<file path="src/rtl/mode_strap_latch.sv">
module mode_strap_latch #(
  parameter int SYNC_DEPTH = 2,
  parameter int PORT_W     = 8
) (
  input  logic              clk,
  input  logic              rst_n,
  input  logic              mode_a,
  input  logic              mode_b,
  output logic              boot_en,
  output logic              special_en,
  output logic              expand_en,
  output logic              vec_reloc,
  output logic [1:0]        mode_code,
  output logic [PORT_W-1:0] hiaddr_rst
);
  localparam int RST_DEPTH = SYNC_DEPTH - 1;

  logic [SYNC_DEPTH-1:0] pipe_a, pipe_b;
  logic [RST_DEPTH-1:0]  rst_q;
  logic                  locked;
  logic                  pa, pb;

  always_ff @(posedge clk) begin
    pipe_a <= {pipe_a[SYNC_DEPTH-2:0], mode_a};
    pipe_b <= {pipe_b[SYNC_DEPTH-2:0], mode_b};
  end

  assign pa = pipe_a[SYNC_DEPTH-1];
  assign pb = pipe_b[SYNC_DEPTH-1];

  generate
    if (RST_DEPTH == 1) begin : g_rst1
      always_ff @(posedge clk or negedge rst_n)
        if (!rst_n) rst_q <= '0;
        else        rst_q <= 1'b1;
    end else begin : g_rstn
      always_ff @(posedge clk or negedge rst_n)
        if (!rst_n) rst_q <= '0;
        else        rst_q <= {rst_q[RST_DEPTH-2:0], 1'b1};
    end
  endgenerate

  always_ff @(posedge clk or negedge rst_n)
    if (!rst_n)                locked <= 1'b0;
    else if (rst_q[RST_DEPTH-1]) locked <= 1'b1;

  always_ff @(posedge clk)
    if (!locked) begin
      boot_en    <= ~pb & ~pa;
      special_en <= ~pb;
      expand_en  <= pa;
      vec_reloc  <= ~pb;
    end

  assign mode_code  = {special_en, expand_en};
  assign hiaddr_rst = {PORT_W{expand_en}};

  p_hold_r9: assert property (@(posedge clk) disable iff (!rst_n)
    locked |=> $stable({boot_en, special_en, expand_en, vec_reloc}))
    else $error("latched mode changed after release");

  p_boot_pattern_r3: assert property (@(posedge clk) disable iff (!rst_n)
    boot_en |-> (special_en && vec_reloc && !expand_en))
    else $error("boot enable outside bootstrap pattern");

  p_reloc_special_r4: assert property (@(posedge clk) disable iff (!rst_n)
    special_en == vec_reloc)
    else $error("vector relocation disagrees with special mode");

  p_port_r6: assert property (@(posedge clk) disable iff (!rst_n)
    (hiaddr_rst == '0 || hiaddr_rst == '1) && (hiaddr_rst[0] == mode_code[0]))
    else $error("port reset value not uniform or mismatched");
endmodule

</file>
<file path="config.mk">
export PLATFORM = sky130hd
export DESIGN_NAME = mode_strap_latch
export DESIGN_NICKNAME = d
export VERILOG_FILES = /design/src/rtl/mode_strap_latch.sv
export SDC_FILE = /design/constraint.sdc
export NUM_CORES = 1
export LEC_CHECK = 0
export BUFFER_PORTS_ARGS = -buffer_cell sky130_fd_sc_hd__clkbuf_2
export CORE_AREA = 10 10 47 49
export CTS_BUF_LIST = sky130_fd_sc_hd__clkbuf_4 sky130_fd_sc_hd__clkbuf_8 sky130_fd_sc_hd__clkbuf_16
export DETAILED_ROUTE_END_ITERATION = 7
export DIE_AREA = 0 0 57 59
export GPL_TIMING_DRIVEN = 0
export REMOVE_ABC_BUFFERS = 1
export SYNTH_ARGS = -nofsm -noshare
export SYNTH_HDL_FRONTEND = slang
export SYNTH_SLANG_ARGS = --single-unit
</file>
<file path="constraint.sdc">
create_clock -name clk -period 1.2 [get_ports clk]
set_input_delay 0.12 -clock clk [delete_from_list [all_inputs] [get_ports clk]]
set_output_delay 0.12 -clock clk [all_outputs]
set_load 0.05 [all_outputs]
</file>
==> impl_metrics.toml <==
[outcome]
run_status = "complete, no violations"

[global_route]
initial_antenna_violation_count = 0
wire_length_of_the_first_global_routing_pass_um = 959
grt_overflow = 0
grt_start_max_net_pins = 11
track_usage = 0.0363
number_of_global_route_vias_before_repair = 218

[place]
io_buf_count = 17
placed_area_um2 = 347
placed_cells_incl_taps = 47
finalWeightedCongestion = 0.549
hpwlAfterDp_um = 413

[yosys]
yosys_most_used_dff = "sky130_fd_sc_hd__dfxtp_1"
syn-cell-area_um2 = 324
ys_seq_area_frac = 0.680
synth_common_cells = "sky130_fd_sc_hd__buf_4, sky130_fd_sc_hd__dfxtp_1, sky130_fd_sc_hd__edfxtp_1"
yosys.cell_count.top_type = "sky130_fd_sc_hd__buf_4"
postSynthAreaPerCell_um2 = 13.0
yosys_warnings = 0
synth-edff-count = 3
synthesis.instances = 25
synth_top_area_frac = 0.278
synth_top_cell_by_area = "sky130_fd_sc_hd__edfxtp_1"
ys_async_sr_fraction = 0.222
ys_ff_latch = 9
netlist-cell-type-count = 8
synthTopCellsByArea = "sky130_fd_sc_hd__edfxtp_1, sky130_fd_sc_hd__buf_4, sky130_fd_sc_hd__dfxtp_1"

[detailed_routing]
wl_per_cell_um = 9.21
drt_pre_antenna_iters = 2
detail_route.vias_per_cell = 3.46
route.vias.total = 197
remaining_drc_errors = 0
first_iter_violations = 1
route.final.wire_length_um = 525
detail-route-antenna-nets = 0

[cells_and_area]
final-instance-count-excl-fill = 57
design.final.nets = 46
final_layout_size_suffix_gt1_frac = 0.585
fin_area_um2 = 455
layout-area-overhead-vs-synth_pct = 40.5
antenna_cells = 0

[timing]
final_hold_viols = 0
max_clock_freq_mhz = 869
finalClockSkew_ns = 0.000347
worst_hold_slack_ns = 0.198
rsz0062_at_grt = "true"
post-route-min-period_ns = 1.15
timing.final.setup_violations = 0
max_slew_violations = 0
post-route-period-util = 0.959

[die]
fp-row-count = 14
ios = 18
fp.dieW_um = 57
area_enclosed_by_the_die_boundary_mm2 = 0.00336
fp.coreArea_mm2 = 0.00140
initial_core_util = 0.231
fp.dieH_um = 59

[clock_tree]
tritoncts = "built"
cts_max_path_buffers = 2
ctsHtreeMaxLevel = 1
clk_transition_reported_paths_ns = 0.06
cts-buffers-inserted = 3
tritoncts_num_sinks = 9
root_buffer = "sky130_fd_sc_hd__clkbuf_4"
clock_latency_ns = 0.25

[job]
max_cap_viol_count = 0

[power_and_ir_drop]
sequential_power_share = 0.561
static-leakage-power_nw = 0.224
cell_pwr_density_mw_per_mm2 = 1280
vdd_ir_drop_max_uv = 504
power.share.clock = 0.415
p_comb_frac = 0.024
power.switching_fraction = 0.169
power_switching_mw = 0.0985
internal_power_component_mw = 0.485
total_power_mw = 0.583

[critical_path]
timing.critical_path.to_type = "output pin"
cpMaxStageDelayCell = "sky130_fd_sc_hd__edfxtp_1"
slowest_delay_ns = 0.40
cp_data_required_time_ns = 1.08
criticalPathCategory = "flip-flop to output pin"
critPathMaxFanout = 5
cp.arrival_ns = 1.03
crit_path_cell_trace = "clkbuf_2 -> clkbuf_4"
start_kind = "flip-flop"

[worst_hold_path]
hold_path_class = "input pin to asynchronous set/reset pin"
power by group through the flow:
stage	logic, mW	registers [mW]	clock network, mW
5_1_grt	0.0165	0.328	0.280
3_3_place_gp	0.00667	0.333	0
2_1_floorplan	0.00139	0.333	0
4_1_cts	0.0144	0.327	0.256
6_report	0.0143	0.327	0.242
3_5_place_dp	0.00679	0.333	0
sequential cells by signal, summed over array words and instances (netlist names):
name and cells:
boot_en 1, expand_en 1, locked 1, pipe_a 2, pipe_b 2, rst_q 1
vec_reloc 1
worst max-delay path, delay by kind of cell (launching register included):
family | cells | cell delay (ns)
flops | 1 | 0.40
buf+inv | 2 | 0.38
stage by stage:
| stage | utilization | setup TNS, ns | setup slack (ns) |
|---|---|---|---|
| after global placement | 0.247 | 0 | 0.294 |
| after detailed placement | 0.247 | 0 | 0.267 |
| after CTS | 0.308 | 0 | 0.0321 |
| after global routing | 0.325 | -0.0174 | -0.00449 |
| after floorplan | - | -22.84 | -2.25 |
| final | 0.325 | 0 | 0.0496 |
timing repair:
item                       in CTS  in global routing
hold buffers                    3                  0
gates resized for setup        10                  3
hold endpoints to repair        4                  0
setup endpoints to repair      10                 10
buffers inserted                0                  3
worst paths after layout:
kind	from	endpoint	slack [ns]	depth (start not counted)
max	expand_en	mode_code[0]	0.05	2
min	rst_n	rst_q	0.20	2
max reg2reg	locked	boot_en	0.44	1
min reg2reg	pipe_a[0]	pipe_a[1]	0.33	0
max in group asynchronous	rst_n	locked	0.91	2
min in group clk	pipe_a[0]	pipe_a[1]	0.33	0
placed cells by master, fill, tap and decap left out, drive strengths merged:
cell,netlist,routed
dfrtp,2,2
or2,1,1
inv,2,2
nor2,1,1
dlygate4sd3,0,3
dfxtp,4,4
conb,1,1
edfxtp,3,3
buf,11,3
clkbuf,0,21
final cells by class:
type,count,area (um^2)
fillers,150,946
flip-flops and latches,9,220
inverters,2,7.51
well taps,16,20.0
clock buffers,4,30.0
multi-input cells,3,13.8
repair buffers,23,164
layer usage:
| layer | routed length, um | GRT usage |
|---|---|---|
| met1 | 193 | 0.0318 |
| met2 | 183 | 0.0434 |
| met3 | 149 | 0.0429 |
| met4 | 0 | 0.0302 |
| met5 | 0 | 0 |
logic make-up (layout without fill, tap and decap cells):
family / after synthesis / count (layout) / share of synthesized area
buffers and inverters: 13 / 29 / 0.278
flip-flops: 9 / 9 / 0.680
AND/OR/NAND/NOR: 2 / 2 / 0.0309
other: 1 / 1 / 0.0116
(Power assumes the default switching activity.)
